$ cat config.mk
export PLATFORM = sky130hd
export DESIGN_NAME = planePairMapper
export DESIGN_NICKNAME = d
export VERILOG_FILES = /design/src/rtl/planePairPkg.sv /design/src/rtl/planePairCtrl.sv /design/src/rtl/planeScanner.sv /design/src/rtl/planePairData.sv /design/src/rtl/planePairMapper.sv
export SDC_FILE = /design/constraint.sdc
export NUM_CORES = 1
export LEC_CHECK = 0
export ABC_AREA = 1
export ABC_CLOCK_PERIOD_IN_PS = 5480
export CAP_MARGIN = 20
export CELL_PAD_IN_SITES_DETAIL_PLACEMENT = 1
export CELL_PAD_IN_SITES_GLOBAL_PLACEMENT = 1
export CORE_ASPECT_RATIO = 0.7
export CORE_MARGIN = 1
export CORE_UTILIZATION = 42
export DETAILED_ROUTE_END_ITERATION = 8
export PLACE_DENSITY = 0.79
export SLEW_MARGIN = 5
export SYNTH_ARGS = -nofsm -noshare
export SYNTH_HDL_FRONTEND = slang
export SYNTH_SLANG_ARGS = --single-unit
$ cat constraint.sdc
create_clock -name clk -period 5.48 [get_ports clk]
set_clock_uncertainty 0.2 [all_clocks]
set_input_delay 0.548 -clock clk [delete_from_list [all_inputs] [get_ports clk]]
set_output_delay 0.548 -clock clk [all_outputs]
set_load 0.01 [all_outputs]
$ cat src/rtl/planePairPkg.sv
package planePairPkg;
  typedef struct packed {
    logic clrScan;
    logic scanEn;
    logic finish;
    logic accept;
  } ctrlStrobes_t;
endpackage

$ cat src/rtl/planePairCtrl.sv
module planePairCtrl
  import planePairPkg::*;
#(
  parameter int NUM_BLOCKS = 16,
  localparam int BLK_W = $clog2(NUM_BLOCKS)
) (
  input  logic             clk,
  input  logic             rst,
  input  logic             markValid,
  input  logic             reqValid,
  output logic             busy,
  output logic [BLK_W-1:0] scanIdx,
  output ctrlStrobes_t     strobes
);
  localparam logic [BLK_W-1:0] LAST_IDX = BLK_W'(NUM_BLOCKS - 1);

  always_ff @(posedge clk) begin
    if (rst) begin
      busy    <= 1'b1;
      scanIdx <= '0;
    end else if (markValid) begin
      busy    <= 1'b1;
      scanIdx <= '0;
    end else if (busy) begin
      if (scanIdx == LAST_IDX) busy <= 1'b0;
      else scanIdx <= scanIdx + 1'b1;
    end
  end

  always_comb begin
    strobes.clrScan = markValid;
    strobes.scanEn  = busy && !markValid;
    strobes.finish  = busy && !markValid && (scanIdx == LAST_IDX);
    strobes.accept  = reqValid && !busy && !markValid;
  end
endmodule

$ cat src/rtl/planeScanner.sv
module planeScanner #(
  parameter int NUM_BLOCKS = 16,
  localparam int BLK_W = $clog2(NUM_BLOCKS),
  localparam int CNT_W = $clog2(NUM_BLOCKS + 1)
) (
  input  logic             clk,
  input  logic             rst,
  input  logic             markEn,
  input  logic [BLK_W-1:0] markBlock,
  input  logic             clrScan,
  input  logic             scanEn,
  input  logic [BLK_W-1:0] scanIdx,
  input  logic [BLK_W-1:0] lookIdx,
  output logic [CNT_W-1:0] goodNext,
  output logic [BLK_W-1:0] lookBlock
);
  logic [NUM_BLOCKS-1:0] badMap;
  logic [BLK_W-1:0]      goodTab [NUM_BLOCKS];
  logic [CNT_W-1:0]      goodCnt;
  logic                  hereGood;

  assign hereGood  = scanEn && !badMap[scanIdx];
  assign goodNext  = goodCnt + CNT_W'(hereGood);
  assign lookBlock = goodTab[lookIdx];

  always_ff @(posedge clk) begin
    if (rst) badMap <= '0;
    else if (markEn) badMap[markBlock] <= 1'b1;
  end

  always_ff @(posedge clk) begin
    if (rst || clrScan) goodCnt <= '0;
    else if (scanEn) goodCnt <= goodNext;
  end

  always_ff @(posedge clk) begin
    if (hereGood) goodTab[goodCnt[BLK_W-1:0]] <= scanIdx;
  end
endmodule

$ cat src/rtl/planePairData.sv
module planePairData
  import planePairPkg::*;
#(
  parameter int NUM_BLOCKS = 16,
  parameter int PAGES_PER_BLOCK = 8,
  localparam int BLK_W  = $clog2(NUM_BLOCKS),
  localparam int PAGE_W = $clog2(PAGES_PER_BLOCK),
  localparam int CNT_W  = $clog2(NUM_BLOCKS + 1)
) (
  input  logic              clk,
  input  logic              rst,
  input  ctrlStrobes_t      strobes,
  input  logic [BLK_W-1:0]  scanIdx,
  input  logic              markValid,
  input  logic              markPlane,
  input  logic [BLK_W-1:0]  markBlock,
  input  logic [BLK_W-1:0]  reqUnit,
  input  logic [PAGE_W-1:0] reqPage,
  output logic              pairValid,
  output logic              rangeErr,
  output logic [BLK_W-1:0]  plane0Block,
  output logic [BLK_W-1:0]  plane1Block,
  output logic [PAGE_W-1:0] pageOut
);
  logic [CNT_W-1:0] goodNext [2];
  logic [BLK_W-1:0] lookBlock [2];
  logic [CNT_W-1:0] unitCount;
  logic             inRange;

  for (genvar p = 0; p < 2; p++) begin : g_plane
    planeScanner #(.NUM_BLOCKS(NUM_BLOCKS)) scan_i (
      .clk      (clk),
      .rst      (rst),
      .markEn   (markValid && (markPlane == 1'(p))),
      .markBlock(markBlock),
      .clrScan  (strobes.clrScan),
      .scanEn   (strobes.scanEn),
      .scanIdx  (scanIdx),
      .lookIdx  (reqUnit),
      .goodNext (goodNext[p]),
      .lookBlock(lookBlock[p])
    );
  end

  assign inRange = CNT_W'(reqUnit) < unitCount;

  always_ff @(posedge clk) begin
    if (rst) unitCount <= '0;
    else if (strobes.finish)
      unitCount <= (goodNext[0] < goodNext[1]) ? goodNext[0] : goodNext[1];
  end

  always_ff @(posedge clk) begin
    if (rst) begin
      pairValid   <= 1'b0;
      rangeErr    <= 1'b0;
      plane0Block <= '0;
      plane1Block <= '0;
      pageOut     <= '0;
    end else begin
      pairValid <= strobes.accept && inRange;
      rangeErr  <= strobes.accept && !inRange;
      if (strobes.accept && inRange) begin
        plane0Block <= lookBlock[0];
        plane1Block <= lookBlock[1];
        pageOut     <= reqPage;
      end
    end
  end
endmodule

$ cat src/rtl/planePairMapper.sv
module planePairMapper
  import planePairPkg::*;
#(
  parameter int NUM_BLOCKS = 16,
  parameter int PAGES_PER_BLOCK = 8,
  localparam int BLK_W  = $clog2(NUM_BLOCKS),
  localparam int PAGE_W = $clog2(PAGES_PER_BLOCK)
) (
  input  logic              clk,
  input  logic              rst,
  input  logic              markValid,
  input  logic              markPlane,
  input  logic [BLK_W-1:0]  markBlock,
  input  logic              reqValid,
  input  logic [BLK_W-1:0]  reqUnit,
  input  logic [PAGE_W-1:0] reqPage,
  output logic              busy,
  output logic              pairValid,
  output logic              rangeErr,
  output logic [BLK_W-1:0]  plane0Block,
  output logic [BLK_W-1:0]  plane1Block,
  output logic [PAGE_W-1:0] pageOut
);
  ctrlStrobes_t     strobes;
  logic [BLK_W-1:0] scanIdx;

  planePairCtrl #(.NUM_BLOCKS(NUM_BLOCKS)) ctrl_i (
    .clk      (clk),
    .rst      (rst),
    .markValid(markValid),
    .reqValid (reqValid),
    .busy     (busy),
    .scanIdx  (scanIdx),
    .strobes  (strobes)
  );

  planePairData #(.NUM_BLOCKS(NUM_BLOCKS), .PAGES_PER_BLOCK(PAGES_PER_BLOCK)) data_i (
    .clk        (clk),
    .rst        (rst),
    .strobes    (strobes),
    .scanIdx    (scanIdx),
    .markValid  (markValid),
    .markPlane  (markPlane),
    .markBlock  (markBlock),
    .reqUnit    (reqUnit),
    .reqPage    (reqPage),
    .pairValid  (pairValid),
    .rangeErr   (rangeErr),
    .plane0Block(plane0Block),
    .plane1Block(plane1Block),
    .pageOut    (pageOut)
  );
endmodule

### Word-level counts from Yosys, hierarchy flattened

Memory sizes are Yosys's and may differ from the RTL's. A register that Yosys moved wholly into a read port is not among the register bits.
Index checks and enable logic that the tools add are counted.

| word-level totals | value |
|---|---|
| register bits | 57 |
| RAM bits | 128 |
| bits of input ports | 16 |
| output and inout port bits | 14 |
| memories kept | 2 |

| cells by class | value |
|---|---|
| $add $sub $neg | 3 |
| $lt $le $gt $ge | 5 |
| eq/ne operators | 1 |
| mux-type cells | 13 |
| bitwise operators | 4 |
| reductions and logical operators | 19 |

Memory list:

| memory | words | width | rd ports | clocked after Yosys merged registers in | wr ports | RTL line | RTL |
|---|---|---|---|---|---|---|---|
| data_i.g_plane[0].scan_i.goodTab | 16 | 4 | 1 | 1 | 1 | planeScanner.sv:18 | `logic [BLK_W-1:0] goodTab [NUM_BLOCKS];` |
| data_i.g_plane[1].scan_i.goodTab | 16 | 4 | 1 | 1 | 1 | planeScanner.sv:18 |  |

Operators by type and width:

| cell | number |
|---|---|
| 16-bit OR | 2 |
| 1-bit logical AND | 11 |
| 5-bit by 1-bit adder with 5-bit output | 2 |
| 4-bit by 5-bit less-than comparator with 1-bit output (second input constant) | 2 |
| 1-bit 2-to-1 mux | 9 |
| 1-bit binary-select mux with 4-bit select | 2 |
| 1-bit logical NOT | 5 |
| 4-bit by 5-bit less-than comparator with 1-bit output | 1 |
| 5-bit less-than comparator | 1 |
| 5-bit 2-to-1 mux | 1 |
| 4-bit by 1-bit adder with 4-bit output (second input constant) | 1 |
| 1-bit demux with 4-bit select | 1 |
| 4-bit == test (second input constant) | 1 |
| 4-bit by 1-bit greater-or-equal comparator with 1-bit output (second input constant) | 1 |
| 1-bit NOT | 2 |
| 2-bit AND reduction | 1 |
| 2-bit OR reduction | 1 |
| 1-bit logical OR | 1 |

### Longest topological paths before layout

| logic depth | value |
|---|---|
| depth in word-level cells | 7 |
| depth in mapped cells | 23 |

### Cells and area by module

A second synthesis with hierarchy kept.

| second synthesis, totals | value |
|---|---|
| cell total of the unflattened synthesis | 978 |
| area, all modules | 8,833.5 µm² |

By module, submodules not included:

| module | instances | cells an instance | area each (µm²) | sequential area each (µm²) |
|---|---|---|---|---|
| planeScanner (data_i.g_plane[0].scan_i) | 1 | 393 | 3,787.4 | 2,342.2 |
| planeScanner (data_i.g_plane[1].scan_i) | 1 | 392 | 3,787.4 | 2,342.2 |
| planePairData | 1 | 156 | 1,006.0 | 360.3 |
| planePairCtrl | 1 | 37 | 252.7 | 100.1 |

### Least setup slack after synthesis

Ideal clock, no wire load.

| path | value |
|---|---|
| kind | reg-to-reg |
| start point | register ctrl_i.scanIdx[0] |
| end point | register data_i.unitCount[0] |
| setup time | 0.115 ns |
| arrival | 3.487 ns |
| required time | 5.165 ns |
| path slack | 1.678 ns |
| cell stages (with the launch flop) | 23 |
| buffers on the path | 2 |
| cell sequence | dfxtp_1 inv_2 buf_6 nand2_1 nand3_1 nand3_1 nand3_2 nand2_4 buf_8 inv_2 ha_1 ha_1 nand2_1 xor2_1 inv_1 ha_1 a21o_1 nor2_1 nand2_1 nand2_1 nand2_1 o21ai_0 inv_1 |

| between the ends | value |
|---|---|
| longest elaborated chain between the ends | 7 |

Ends and longest elaborated chain:

| item | RTL line | RTL |
|---|---|---|
| from (decl) | planePairCtrl.sv:12 | `output logic [BLK_W-1:0] scanIdx,` |
| from (signal assigned) | planePairCtrl.sv:26 | `else scanIdx <= scanIdx + 1'b1;` |
| 1-bit binary-select mux with 4-bit select | planeScanner.sv:22 | `assign hereGood = scanEn && !badMap[scanIdx];` |
| 1-bit 2-to-1 mux (not written as such) | planeScanner.sv:22 |  |
| 1-bit logical NOT | planeScanner.sv:22 |  |
| 1-bit logical AND | planeScanner.sv:22 |  |
| 5-bit by 1-bit adder with 5-bit output | planeScanner.sv:23 | `assign goodNext = goodCnt + CNT_W'(hereGood);` |
| 5-bit less-than comparator | planePairData.sv:50 | `unitCount <= (goodNext[0] < goodNext[1]) ? goodNext[0] : goodNext[1];` |
| 5-bit 2-to-1 mux | planePairData.sv:50 |  |
| to (signal assigned) | planePairData.sv:50 |  |
| to (decl) | planePairData.sv:27 | `logic [CNT_W-1:0] unitCount;` |

Parallel ways exist; a longest one is shown, timed or not. The select of a mux whose other input is x is not followed.
A chain may end at the register's enable or synchronous reset.

### Worst setup path after layout

| path | value |
|---|---|
| start point | register ctrl_i.scanIdx[0] |
| end point | register data_i.unitCount[0] |

| between the ends | value |
|---|---|
| longest elaborated chain between the ends | 7 |

Ends and longest elaborated chain:

| item | RTL line | RTL |
|---|---|---|
| 1-bit binary-select mux with 4-bit select | planeScanner.sv:22 |  |
| 1-bit 2-to-1 mux (not written as such) | planeScanner.sv:22 |  |
| 1-bit logical NOT | planeScanner.sv:22 |  |
| 1-bit logical AND | planeScanner.sv:22 |  |
| 5-bit by 1-bit adder with 5-bit output | planeScanner.sv:23 |  |
| via data_i.g_plane[0].scan_i.goodNext[4] | planeScanner.sv:14 | `output logic [CNT_W-1:0] goodNext,` |
| 5-bit less-than comparator | planePairData.sv:50 |  |
| 5-bit 2-to-1 mux | planePairData.sv:50 |  |

The timed path passes the listed nets, and every way through them passes these cells. The select of a mux whose other input is x is not followed.

==> impl_results.md <==
* Status: finished, final reports clean
* Switching part of the total at 25.2%
* Net Switching at 0.778 mW
* DRT Pass-1 Iters at 5
* TritonCTS Buffers at 17
* Largest cells by area after synthesis: edfxtp_1, dfxtp_1, nand2_1
* Final hold viol count at 0
* Cell area after placement at 9410 µm²
* Fillers at 2462
* Core Area at 20800 µm²
* DRC violations left at 0
* Reg-to-Reg End: data_i.unitCount[0]$_SDFFE_PP0P_
* Nets at 1096
* I/O Buffers at 29
* Fin cells at 1357
* Worst-Margin Slew at 0.792 ns
* TritonCTS Sinks at 193
* Htree depth at 4
* Reg2reg start: ctrl_i.scanIdx[0]$_SDFFE_PP0P_
* Initial antenna violation count at 0
* Final period util at 73.9%
* Grt ovf at 0
* CTS tree: done
* GP Congestion at 0.839
* Vias in the first global route at 7228
* Post-DP HPWL at 16400 µm
* Mean Syn Cell Area at 8.48 µm²
* Initial Util at 42.9%
* Worst EP required at 5.62 ns
* Routed WL at 24800 µm
* Syn Std Cell Area at 8910 µm²
* Async set-or-reset flop fraction in the synthesized netlist at 0%
* # placed instances at 1325
* Root Buffer: clkbuf_16
* Hold_sp: data_i.g_plane[1].scan_i.badMap[0]$_SDFFE_PP0P_
* Antenna Nets Post-Route at 0
* Clock Latency Late Sink at 0.44 ns
* Chip Width at 176 µm
* DR WL/cell at 18.3 µm
* Gr usage total at 24.2%
* Setup TNS at 0 ns
* Fmax at 247 MHz
* Fin crit period at 4.05 ns
* Critical path, cell by cell: inv_2, nand2_1, nand3_1, nand3_1, nand2_1, nor2_1, nand2_2, inv_1, ha_1, ha_1, nand2_1, nand2_1, nand2_1, ha_1, a21o_1, nor2_1, nand2_1, nand2_1, nand2_1, o21ai_0, inv_1
* P_int at 2.31 mW
* Number of flops mapped to enable cells by yosys at 128
* Most frequent cells after synthesis: nand2_1, inv_1, edfxtp_1, nand3_1, nor2_1
* Setup CP Type: reg -> reg
* Comb power frac at 7.0%
* Largest area contributor in the netlist: edfxtp_1
* Row count at 44
* CP Max Fanout at 26
* First-pass GRT wire length at 39400 µm
* Count leader, synth: nand2_1
* Flop-to-flop setup slack at 1.43 ns
* Post-synthesis net count at 1079
* Hold_buf cts at 0
* Final setup vio count at 0
* Ant diodes at 0
* Startpoint Class: flip-flop
* Initial DRC Count at 568
* Synth top area share at 43.1%
* Final Core Density at 48.2%
* Count of different cell masters after synthesis at 29
* Synth Register Bits at 193
* Sequential share of power at 50.8%
* Top FF cell, synth: edfxtp_1
* Place WS at 1.31 ns
* Height of the die at 124 µm
* Hold endpoint: data_i.g_plane[1].scan_i.badMap[0]$_SDFFE_PP0P_
* Sequential fraction of the synthesis area at 57.7%
* PnR worst setup slack at 1.43 ns
* Area of the multi-input gates at 2900 µm²
* Number of vias in the routed layout at 6995
* Peak VDD IR at 0.000178 V
* Slew margin rel. at 47.2%
* Via density at 5.15
* Min-Delay Path Class: reg -> reg
* Worst-path clk slew at 0.08 ns
* Top cell by count, worst path: nand2_1
* Worst setup EP type: flip-flop
* P per Cell Area at 308 nW/µm²
* Synthesized instance count at 1051
* CTS Buffer Depth at 2
* CP Buf/Inv Count at 3
* P_leak at 4.18 nW
* Worst stage delay on the critical path at 0.64 ns
* Synthesis-to-finish area growth at 12.3%
* Largest net degree at the start of global routing at 66
* R2r worst-path depth at 21
* Layout cells sized above 1 at 6.20%
* Final slew viol count at 0
* Register area at 5150 µm²
* Resized cells post-CTS at 0
* Final instance area at 10000 µm²
* Ys Warns at 0
* Worst hold path depth at 2
* WP data arrival at 4.19 ns
* Cell family with most CP delay: simple AND/OR/NAND/NOR gates
* Clk pwr share at 42.1%
* IO Count at 30
* RSZ-0062 raised after global routing: false
* Max cap viols at 0
* Post-CTS Setup Bufs at 0
* Die area at 21800 µm²
* CP max stage cell: dfxtp_2
[metrics by stage]
step | hold WS (ns) | total power [mW]
2_1_floorplan | 0.230 | 1.74
3_3_place_gp | 0.244 | 1.80
3_5_place_dp | 0.252 | 1.81
4_1_cts | 0.264 | 3.09
5_1_grt | 0.279 | 3.17
6_report | 0.261 | 3.08
[power groups by stage]
| stage | combinational [mW] | clock, mW | sequential, mW |
|---|---|---|---|
| after global routing | 0.242 | 1.36 | 1.57 |
| final | 0.217 | 1.30 | 1.57 |
| after global placement | 0.202 | 0 | 1.60 |
| after detailed placement | 0.213 | 0 | 1.60 |
| after CTS | 0.216 | 1.31 | 1.57 |
| after floorplan | 0.146 | 0 | 1.60 |
[worst max path at each step]
stage,startpoint,end,depth (start not counted)
after CTS,ctrl_i.scanIdx[2]$_SDFFE_PP0P_,data_i.unitCount[0]$_SDFFE_PP0P_,18
final,ctrl_i.scanIdx[0]$_SDFFE_PP0P_,data_i.unitCount[0]$_SDFFE_PP0P_,21
after global routing,ctrl_i.scanIdx[0]$_SDFFE_PP0P_,data_i.unitCount[0]$_SDFFE_PP0P_,21
after detailed placement,markValid,data_i.unitCount[0]$_SDFFE_PP0P_,19
after global placement,markValid,data_i.unitCount[0]$_SDFFE_PP0P_,19
after floorplan,ctrl_i.scanIdx[0]$_SDFFE_PP0P_,data_i.unitCount[0]$_SDFFE_PP0P_,22
[placed cells by master, fill, tap and decap left out, types with 3 or more instances in the layout]
| master | synthesis | layout |
|---|---|---|
| a21oi_1 | 61 | 61 |
| buf_4 | 1 | 11 |
| clkbuf_16 | 0 | 17 |
| clkdlybuf4s50_1 | 0 | 27 |
| dfxtp_1 | 65 | 64 |
| edfxtp_1 | 128 | 128 |
| ha_1 | 12 | 12 |
| inv_1 | 165 | 164 |
| inv_2 | 3 | 4 |
| inv_6 | 0 | 3 |
| inv_8 | 0 | 4 |
| nand2_1 | 339 | 339 |
| nand3_1 | 124 | 124 |
| nand4_1 | 3 | 3 |
| nor2_1 | 68 | 68 |
| nor2_2 | 10 | 10 |
| o21ai_0 | 13 | 13 |
| xor2_1 | 5 | 5 |
[final cells by class]
class	count	share of cell area (%)
multi-input combinational	647	28.9
timing repair buffer	41	3.90
inverter	168	6.30
clock buffer	17	4.25
tap	276	3.45
sequential	193	51.4
clock inverter	15	1.74
[state kept, by name (all words and copies together) (netlist names)]
signal                         count
data_i.g_plane.scan_i.goodTab    128
data_i.g_plane.scan_i.badMap      32
ctrl_i.busy                        1
data_i.plane1Block                 4
data_i.rangeErr                    1
ctrl_i.scanIdx                     4
data_i.plane0Block                 4
data_i.pageOut                     3
data_i.g_plane.scan_i.goodCnt     10
data_i.pairValid                   1
data_i.unitCount                   5
[routing by layer]
layer  vias up  wire length [µm]  track usage [%]
li1       3353                 -                -
met1      3475             12000             33.4
met2       145             11300             39.1
met3        22              1100             4.37
met4         0               301             6.63
met5         -                 0                0
[worst reg2reg max path, stage by stage (launching register included)]
cell and delay, ns:
dfxtp_2 0.64, inv_2 0.24, nand2_1 0.11, nand3_1 0.07, nand3_1 0.10, nand2_1 0.05, nor2_1 0.25, nand2_2 0.23
inv_1 0.11, ha_1 0.17, ha_1 0.22, nand2_1 0.09, nand2_1 0.08, nand2_1 0.09, ha_1 0.34, a21o_1 0.18
nor2_1 0.24, nand2_1 0.20, nand2_1 0.11, nand2_1 0.05, o21ai_0 0.14, inv_1 0.05
[cell families after synthesis]
| group | share of synthesized area (%) |
|---|---|
| xor gates and xnor gates | 0.491 |
| AOI/OAI and AO/OA | 4.59 |
| adders and majority gates | 1.68 |
| buffers and inverters | 9.78 |
| DFF | 57.7 |
| and+or+nand+nor | 25.7 |
Note: power is estimated with default switching activity, not from simulation.
